==> src/rtl/cap_timer_pkg.sv <==
// Shared types for the capture timer channel.
package cap_timer_pkg;
    // Qualifying-edge selector codes.
    typedef enum logic [1:0] {
        EDGE_RISE = 2'd0,
        EDGE_FALL = 2'd1,
        EDGE_NONE = 2'd2,
        EDGE_BOTH = 2'd3
    } edge_sel_e;

    // Status bit positions.
    localparam int ST_MATCH = 0;
    localparam int ST_EVENT = 1;
    localparam int ST_BITS  = 2;
endpackage

==> src/rtl/cap_edge_detect.sv <==
// Synchronises the asynchronous pin through SYNC_STAGES flops.
// Emits a one-cycle pulse when the synchronised level makes the selected
// transition.
// Assumes the pin is low during reset and SYNC_STAGES >= 2.
module cap_edge_detect
    import cap_timer_pkg::*;
#(
    parameter int SYNC_STAGES = 2
) (
    input  logic      clk,
    input  logic      rst_n,
    input  logic      pin_async,
    input  edge_sel_e sel,
    output logic      edge_hit
);
    logic [SYNC_STAGES-1:0] chain_q;
    logic                   lvl_prev_q;
    logic                   lvl;
    logic                   rise;
    logic                   fall;

    assign lvl = chain_q[SYNC_STAGES-1];

    // Shift the pin through the synchroniser and keep one delayed copy.
    always_ff @(posedge clk) begin
        if (!rst_n) begin
            chain_q    <= '0;
            lvl_prev_q <= 1'b0;
        end else begin
            chain_q    <= {chain_q[SYNC_STAGES-2:0], pin_async};
            lvl_prev_q <= lvl;
        end
    end

    assign rise = lvl & ~lvl_prev_q;
    assign fall = ~lvl & lvl_prev_q;

    // Qualify the transition against the selector code.
    always_comb begin
        unique case (sel)
            EDGE_RISE: edge_hit = rise;
            EDGE_FALL: edge_hit = fall;
            EDGE_BOTH: edge_hit = rise | fall;
            default:   edge_hit = 1'b0;
        endcase
    end
endmodule

==> src/rtl/cap_count_core.sv <==
// One counter serves both modes.
// Count mode: steps on each qualified edge, then reloads and disarms at the
// stop value.
// Time mode: steps every clock and is latched into cap_q on each edge.
// Assumes configuration is stable while armed.
module cap_count_core #(
    parameter int W = 16
) (
    input  logic         clk,
    input  logic         rst_n,
    input  logic         time_mode,
    input  logic         count_up,
    input  logic [W-1:0] load_val,
    input  logic [W-1:0] match_val,
    input  logic         arm,
    input  logic         disarm,
    input  logic         edge_hit,
    output logic         en_q,
    output logic [W-1:0] cnt_q,
    output logic [W-1:0] cap_q,
    output logic         match_pulse,
    output logic         event_pulse
);
    logic [W-1:0] start_val;
    logic [W-1:0] stop_val;
    logic [W-1:0] step_val;

    assign start_val = count_up ? match_val : load_val;
    assign stop_val  = count_up ? load_val  : match_val;
    assign step_val  = count_up ? cnt_q + W'(1) : cnt_q - W'(1);

    assign match_pulse = !arm && en_q && !time_mode && edge_hit && (step_val == stop_val);
    assign event_pulse = !arm && en_q && time_mode && edge_hit;

    // Enable flag: arm sets it; disarm or a completed count clears it.
    always_ff @(posedge clk) begin
        if (!rst_n)                  en_q <= 1'b0;
        else if (arm)                en_q <= 1'b1;
        else if (disarm || match_pulse) en_q <= 1'b0;
    end

    // Counter: load on arm, then step per edge or per clock by mode.
    always_ff @(posedge clk) begin
        if (!rst_n)                    cnt_q <= '1;
        else if (arm)                  cnt_q <= start_val;
        else if (en_q && time_mode)    cnt_q <= step_val;
        else if (en_q && edge_hit)     cnt_q <= match_pulse ? start_val : step_val;
    end

    // Capture latch: records the counter at each time-mode edge.
    always_ff @(posedge clk) begin
        if (!rst_n)           cap_q <= '0;
        else if (event_pulse) cap_q <= cnt_q;
    end
endmodule

==> src/rtl/cap_irq_status.sv <==
// Sticky status bits with per-bit clear strobes and a masked interrupt.
// A set in the same cycle as a clear wins.
module cap_irq_status
    import cap_timer_pkg::*;
(
    input  logic               clk,
    input  logic               rst_n,
    input  logic [ST_BITS-1:0] set,
    input  logic [ST_BITS-1:0] clr,
    input  logic [ST_BITS-1:0] mask,
    output logic [ST_BITS-1:0] raw,
    output logic               irq
);
    // One sticky flop per status bit.
    for (genvar i = 0; i < ST_BITS; i++) begin : g_bit
        always_ff @(posedge clk) begin
            if (!rst_n)      raw[i] <= 1'b0;
            else if (set[i]) raw[i] <= 1'b1;
            else if (clr[i]) raw[i] <= 1'b0;
        end
    end

    assign irq = |(raw & mask);
endmodule

==> src/rtl/capture_timer.sv <==
// Top of the edge counter / capture timer channel.
// Ties the synchroniser, the counter core and the status logic together.
// Assumes configuration ports come from a register block and are changed
// only while the channel is disarmed.
module capture_timer
    import cap_timer_pkg::*;
#(
    parameter int W           = 16,
    parameter int SYNC_STAGES = 2
) (
    input  logic         clk,
    input  logic         rst_n,
    input  logic         cap_pin,
    input  logic         time_mode,
    input  logic         count_up,
    input  logic [1:0]   edge_sel,
    input  logic [W-1:0] load_val,
    input  logic [W-1:0] match_val,
    input  logic         arm,
    input  logic         disarm,
    input  logic [1:0]   int_mask,
    input  logic [1:0]   int_clr,
    output logic         enabled,
    output logic [W-1:0] timer_val,
    output logic [1:0]   raw_stat,
    output logic         irq
);
    logic               edge_hit;
    logic [W-1:0]       cnt_q;
    logic [W-1:0]       cap_q;
    logic               match_pulse;
    logic               event_pulse;
    logic [ST_BITS-1:0] set_vec;

    cap_edge_detect #(.SYNC_STAGES(SYNC_STAGES)) u_edge (
        .clk       (clk),
        .rst_n     (rst_n),
        .pin_async (cap_pin),
        .sel       (edge_sel_e'(edge_sel)),
        .edge_hit  (edge_hit)
    );

    cap_count_core #(.W(W)) u_core (
        .clk         (clk),
        .rst_n       (rst_n),
        .time_mode   (time_mode),
        .count_up    (count_up),
        .load_val    (load_val),
        .match_val   (match_val),
        .arm         (arm),
        .disarm      (disarm),
        .edge_hit    (edge_hit),
        .en_q        (enabled),
        .cnt_q       (cnt_q),
        .cap_q       (cap_q),
        .match_pulse (match_pulse),
        .event_pulse (event_pulse)
    );

    always_comb begin
        set_vec           = '0;
        set_vec[ST_MATCH] = match_pulse;
        set_vec[ST_EVENT] = event_pulse;
    end

    cap_irq_status u_stat (
        .clk   (clk),
        .rst_n (rst_n),
        .set   (set_vec),
        .clr   (int_clr),
        .mask  (int_mask),
        .raw   (raw_stat),
        .irq   (irq)
    );

    assign timer_val = time_mode ? cap_q : cnt_q;
endmodule

==> config.mk <==
export PLATFORM = sky130hd
export DESIGN_NAME = capture_timer
export DESIGN_NICKNAME = d
export VERILOG_FILES = /design/src/rtl/cap_timer_pkg.sv /design/src/rtl/cap_edge_detect.sv /design/src/rtl/cap_count_core.sv /design/src/rtl/cap_irq_status.sv /design/src/rtl/capture_timer.sv
export SDC_FILE = /design/constraint.sdc
export NUM_CORES = 1
export LEC_CHECK = 0
export BUFFER_PORTS_ARGS = -buffer_cell sky130_fd_sc_hd__buf_4
export CORE_ASPECT_RATIO = 1.4
export CORE_MARGIN = 2
export CORE_UTILIZATION = 40
export CTS_CLUSTER_SIZE = 24
export DETAILED_ROUTE_END_ITERATION = 16
export PLACE_DENSITY = 0.63
export SLEW_MARGIN = 20
export SYNTH_ARGS = -nofsm -noshare
export SYNTH_HDL_FRONTEND = slang
export SYNTH_SLANG_ARGS = --single-unit
==> constraint.sdc <==
create_clock -name clk -period 4.7 [get_ports clk]
set_clock_uncertainty 0.15 [all_clocks]
set_input_delay 0 -clock clk [delete_from_list [all_inputs] [get_ports clk]]
set_output_delay 0 -clock clk [all_outputs]
set_load 0.02 [all_outputs]
==> metrics, run 1 <==
status complete, no violations; NetSw between 0.4 and 0.5 mW; leak pwr between 1.5 and 2 nW; Top FF cell, synth dfxtp_1; DP Area 0.00374 mm²; I/O pin count 65; most common cell in the netlist mux2i_1; Fin. Hold Viols 0; combinational group share of total power 0.437; Area growth, synth to finish 26.1%; # Max-Cap Violations 0; grt total ovfl 0; Reg power frac 0.314; CP arrival ~4400 ps; Reg2Reg Depth 11; Final period util 0.929; Pre-Repair DR Iteration Count 4; WL/cell ~16 µm; finished layout cell area 0.00400 mm²; detailed placer's ending HPWL about 6.0 mm; 1st-iter DRT viols 118; Ant. Diodes 0; Post-CTS Setup Bufs 0; crit start category flop; top cell type by total area after synthesis dfxtp_1; Synth area leaders dfxtp_1 (24%), mux2i_1 (15%), mux2_2 (10%), ha_1 (6.3%), xnor2_1 (5.0%); number of synthesized flops with an enable pin 0; Final ANT Viol Nets 0; die span in y approximately 110 µm; Synth top cells by count mux2i_1 (46), dfxtp_1 (38), mux2_2 (28); yosys warns 0; GP Congestion 0.923; Setup TNS Final 0 ps; Clock Power Share 0.248; top cell type's share of synthesized area 0.240; Port Buffer Count 64; all-layer global routing usage 0.187; Hold Crit Depth 4; r2r setup slk 340 ps; PwrDens between 200 and 300 mW/mm²; clk slew on worst S/H paths 90 ps; Mapped Nets roughly 400; initial core utilization 0.411; initial antenna violation count 0; Core Region 0.00770 mm²; die width 79.2 µm; crit path time final roughly 4400 ps; Via-to-Cell Ratio between 5 and 6; share of cells above drive strength 1 0.300; WS Path Type flop to flop; kind of end point of the critical path flop; switching part of the total 0.347; clk root buf clkbuf_8; cells after synthesis 334; clock sink count 38; RSZ-0062 raised after global routing false; maximum VDD drop 0.127 mV; CTS Buffer Depth 2; WHS around 1.5 ps; worst slew margin relative to its limit 0.693; WL final approximately 8 mm; Worst-Skew Late Latency approximately 300 ps; vias between 2k and 3k; Internal ~0.77 mW; Pins Over Slew Limit 0; Num CTS Buffers 5; CTS tree yes; fmax 229 MHz; pin count of the biggest net entering global routing 39; final setup vio count 0; worst-margin pin slew between 400 and 500 ps; syn avg cell area 9.49 µm²; H-tree Lvls 2; first-pass GRT wire length between 10 and 15 mm; Power, Total 1.18 mW; # rows 38; asr flop ratio synth 0; Crit Path Max Fanout 7; die area around 0.0087 mm²; vias in the first global route around 2.7k; post-synthesis sequential area ratio 0.240; HP Class input port to flop; FF+latch count, synth 38; CP required approximately 4700 ps; DRC 0; final net count about 470; Synth cell types 56; post-synthesis cell area 0.00317 mm²
==> per-stage QoR <==
stage | setup WS [ps] | instances | util
final | 335 | 506 | 0.519
after global routing | 100 | 506 | 0.519
after CTS | 198 | 506 | 0.518
after detailed placement | 664 | 485 | 0.485
after global placement | 784 | 485 | 0.485
after floorplan | 232 | 334 | -
==> layer usage <==
metal	routed length, µm	track usage
met1	3080	0.201
met2	4280	0.347
met3	237	0.0246
met4	389	0.111
met5	0	0
==> kinds of logic after synthesis <==
family / synth area share
adder cells (fa/ha/maj): 0.0695
AO/OA/AOI/OAI: 0.187
XOR/XNOR: 0.101
buffers and inverters: 0.0351
AND/OR/NAND/NOR: 0.118
flip-flops: 0.240
multiplexers: 0.248
==> timing repair <==
item,in CTS,in global routing
endpoints found under the setup margin,0,3
hold buffers,14,0
gates resized for setup,0,1
endpoints found under the hold margin,18,0
==> registers in the layout, indices dropped and copies added (netlist names) <==
name	count
u_core.cap_q	16
u_core.en_q	1
u_edge.lvl_prev_q	1
u_stat.raw	2
u_core.cnt_q	16
u_edge.chain_q	2
==> power groups by stage <==
stage | registers [mW] | logic, mW | clock network [mW]
after detailed placement | 0.378 | 0.500 | 0
after CTS | 0.370 | 0.515 | 0.301
after global placement | 0.377 | 0.496 | 0
after global routing | 0.373 | 0.562 | 0.310
after floorplan | 0.367 | 0.378 | 0
final | 0.370 | 0.515 | 0.292
==> worst max-delay path, cell delays in order (launching register included) <==
cell and delay (ps):
dfxtp_1 350, ha_1 390, a2111oi_0 430, o21ai_1 180
a41oi_2 320, a21oi_2 120, xnor3_1 190, a2111o_1 440
or4_1 750, nor3b_1 230, o21a_1 160, dlygate4sd3_1 540
==> path summary, 6_finish.rpt <==
kind	start	to
worst min-delay path	match_val[4]	u_core.cnt_q[4]$_SDFFE_PN1P_
worst min register to register	u_edge.chain_q[0]$_SDFF_PN0_	u_edge.chain_q[1]$_SDFF_PN0_
worst max-delay path	u_core.cnt_q[7]$_SDFFE_PN1P_	u_core.en_q$_SDFFE_PN0P_
worst max register to register	u_core.cnt_q[7]$_SDFFE_PN1P_	u_core.en_q$_SDFFE_PN0P_
==> area by class of cell <==
type                       count  area, µm²
clock buffer                   6       82.6
fill                         745       3710
multi-input combinational    270       2300
clock inverter                 1       30.0
timing repair buffer          84        666
inverter                       7       26.3
sequential                    38        761
tap                          100        125
==> layout by cell type (no fill, tap or decap), types with 3 or more instances in the layout <==
cell type and instances:
inv_1 7, nand2b_1 5, mux2_2 28, xnor3_1 3, xor2_1 11, o21ai_0 4
a211oi_1 3, dfxtp_1 38, and2_1 4, o21ai_1 5, o211ai_1 13, ha_1 16
clkbuf_8 6, a21oi_1 10, buf_4 70, nor2b_1 19, xnor2_1 18, dlygate4sd3_1 14
nand2_1 22, nor2_1 11, mux2i_1 46, a21oi_2 3, o21a_1 6
(Power assumes the default switching activity.)
==> run 2: changes to the inputs <==
- PLACE_DENSITY: 0.63 -> 0.62
==> run 2 against run 1 <==
Net effect:
- non-clock buffer count rose by 5
- critical endpoint unchanged
- sequential power hardly changed
- wire length rose by 0.81%
- clock power decreased by 16%
- global-route usage up 0.85 points
- worst hold slack worse by 0.69 ps
- via count up 2.8%
- combinational power is essentially flat
- largest power group unchanged
- design area grew 0.81%
- fmax is 0.77% lower
- register-to-register slack got worse by 30 ps
- sequential cell count unchanged
==> metrics, run 2 (same netlist as run 1, synthesis figures left out) <==
final net count 473; clock sink count 38; status complete, no violations; hold path startpoint load_val[2]; leak pwr approximately 1.8 nW; maximum VDD drop ~0.18 mV; CTS Buffer Depth 2; NetSw approximately 0.42 mW; worst-margin pin slew around 470 ps; DRC 0; WL/cell between 15 and 20 µm; Reg2Reg Depth 11; kind of end point of the critical path flop; vias in the first global route ~2.7k; switching part of the total 0.366; detailed placer's ending HPWL roughly 6 mm; HP Class input port to flop; Setup TNS Final 0 ps; PwrDens between 200 and 300 mW/mm²; Reg power frac 0.326; Final period util 0.936; Num CTS Buffers 5; worst slew margin relative to its limit 0.690; Pre-Repair DR Iteration Count 4; initial antenna violation count 0; die span in y around 110 µm; reg2reg start u_core.cnt_q[0]$_SDFFE_PN1P_; combinational group share of total power 0.457; CP required around 4700 ps; Internal a little over 0.7 mW; Sequential Area around 760 µm²; Worst-Skew Late Latency 300 ps; Crit Path Max Fanout 7; Via-to-Cell Ratio approximately 5.5; Area growth, synth to finish 27.1%; Hold Crit Depth 4; Core Region between 0.007 and 0.008 mm²; Post-CTS Setup Bufs 0; r2r setup slk ~300 ps; die area between 0.008 and 0.009 mm²; dpl ws about 650 ps; Ant. Diodes 0; WS Path Type flop to flop; final setup vio count 0; largest registers u_core.cap_q (16), u_core.cnt_q (16); first-pass GRT wire length roughly 13 mm; pin count of the biggest net entering global routing 39; worst min-delay path endpoint u_core.cnt_q[2]$_SDFFE_PN1P_; # fillers 760; reg2reg end u_core.en_q$_SDFFE_PN0P_; Clock Power Share 0.217; Final ANT Viol Nets 0; Fin. Hold Viols 0; fmax between 200 and 250 MHz; post-route setup slack between 300 and 400 ps; die width roughly 80 µm; commonest non-fill, non-tap cell in the layout buf_4; vias ~2.8k; grt total ovfl 0; GP Congestion 0.937; crit path time final 4400 ps; RSZ-0062 raised after global routing false; footprint of the multi-input gates about 0.0023 mm²; Pins Over Slew Limit 0; crit start category flop; Port Buffer Count 64; clk root buf clkbuf_8; # Max-Cap Violations 0; CP arrival ~4400 ps; share of cells above drive strength 1 0.299; most frequent cells in the layout buf_4 (70), mux2i_1 (46), dfxtp_1 (38); 1st-iter DRT viols ~120; CTS tree yes; # rows 38; H-tree Lvls 2; WL final 8.06 mm; initial core utilization 0.411; all-layer global routing usage 0.196; I/O pin count 65; clk slew on worst S/H paths around 80 ps
[run 2: changes by cell type in the layout (fill, tap and decap cells not counted), sizes merged]
cell         delta
bufinv          -1
clkinv          +1
dlygate4sd3     +5
clkinvlp        +1
[run 2: worst max-delay path by stage]
| stage | endpoint | cells after the start | start |
|---|---|---|---|
| after global placement | u_core.cnt_q[8]$_SDFFE_PN1P_ | 11 | u_core.cnt_q[0]$_SDFFE_PN1P_ |
| after CTS | u_core.en_q$_SDFFE_PN0P_ | 11 | u_core.cnt_q[0]$_SDFFE_PN1P_ |
| after detailed placement | u_core.cnt_q[8]$_SDFFE_PN1P_ | 11 | u_core.cnt_q[0]$_SDFFE_PN1P_ |
| final | u_core.en_q$_SDFFE_PN0P_ | 11 | u_core.cnt_q[0]$_SDFFE_PN1P_ |
| after floorplan | u_core.cnt_q[10]$_SDFFE_PN1P_ | 15 | count_up |
| after global routing | u_core.cnt_q[15]$_SDFFE_PN1P_ | 11 | u_core.cnt_q[0]$_SDFFE_PN1P_ |
[run 2: through the flow]
stage	util	total power [mW]	instances	hold WS (ps)	instance area (µm²)
detailed placement	0.485	0.879	485	62.2	3740
CTS	0.522	1.14	512	0.263	4020
global route	0.523	1.21	512	32.1	4030
floorplan	-	0.744	334	-22.7	3170
global placement	0.485	0.873	485	61.4	3740
finish	0.523	1.13	512	0.828	4030
[run 2: worst max-delay path: stages, from the launching register on]
cell           delay [ps]
dfxtp_1               390
fa_1                  460
a211oi_2              380
o21ai_1               150
a41oi_2               310
a21oi_2               120
xnor3_1               180
a2111o_1              450
or4_1                 760
nor3b_1               240
o21a_1                160
dlygate4sd3_1         540
[run 2: power by group through the flow]
stage / Clock (mW) / Combinational, mW / Sequential [mW]
3_5_place_dp: 0 / 0.500 / 0.379
3_3_place_gp: 0 / 0.496 / 0.378
4_1_cts: 0.252 / 0.518 / 0.371
5_1_grt: 0.267 / 0.568 / 0.373
6_report: 0.246 / 0.518 / 0.370
2_1_floorplan: 0 / 0.378 / 0.367
[run 2: what timing repair did]
| action | CTS | global route |
|---|---|---|
| gates resized for setup | 0 | 1 |
| hold buffers | 19 | 0 |
| endpoints found under the setup margin | 0 | 3 |
| hold endpoints to repair | 18 | 0 |
[run 2: area by class of cell]
| class | instances | share of cell area |
|---|---|---|
| clock buffers | 6 | 0.0205 |
| clock inverters | 2 | 0.00311 |
| inverters | 7 | 0.00652 |
| multi-input cells | 270 | 0.572 |
| flip-flops and latches | 38 | 0.189 |
| well taps | 100 | 0.0311 |
| repair buffers | 89 | 0.178 |
[run 2: metal layers]
metal	track usage	routed length [µm]	part of all wire	up-vias
li1	-	-	-	1381
met4	0.0837	256	0.032	0
met2	0.378	4500	0.56	69
met5	0	0	0	-
met3	0.0320	287	0.036	17
met1	0.206	3020	0.37	1337
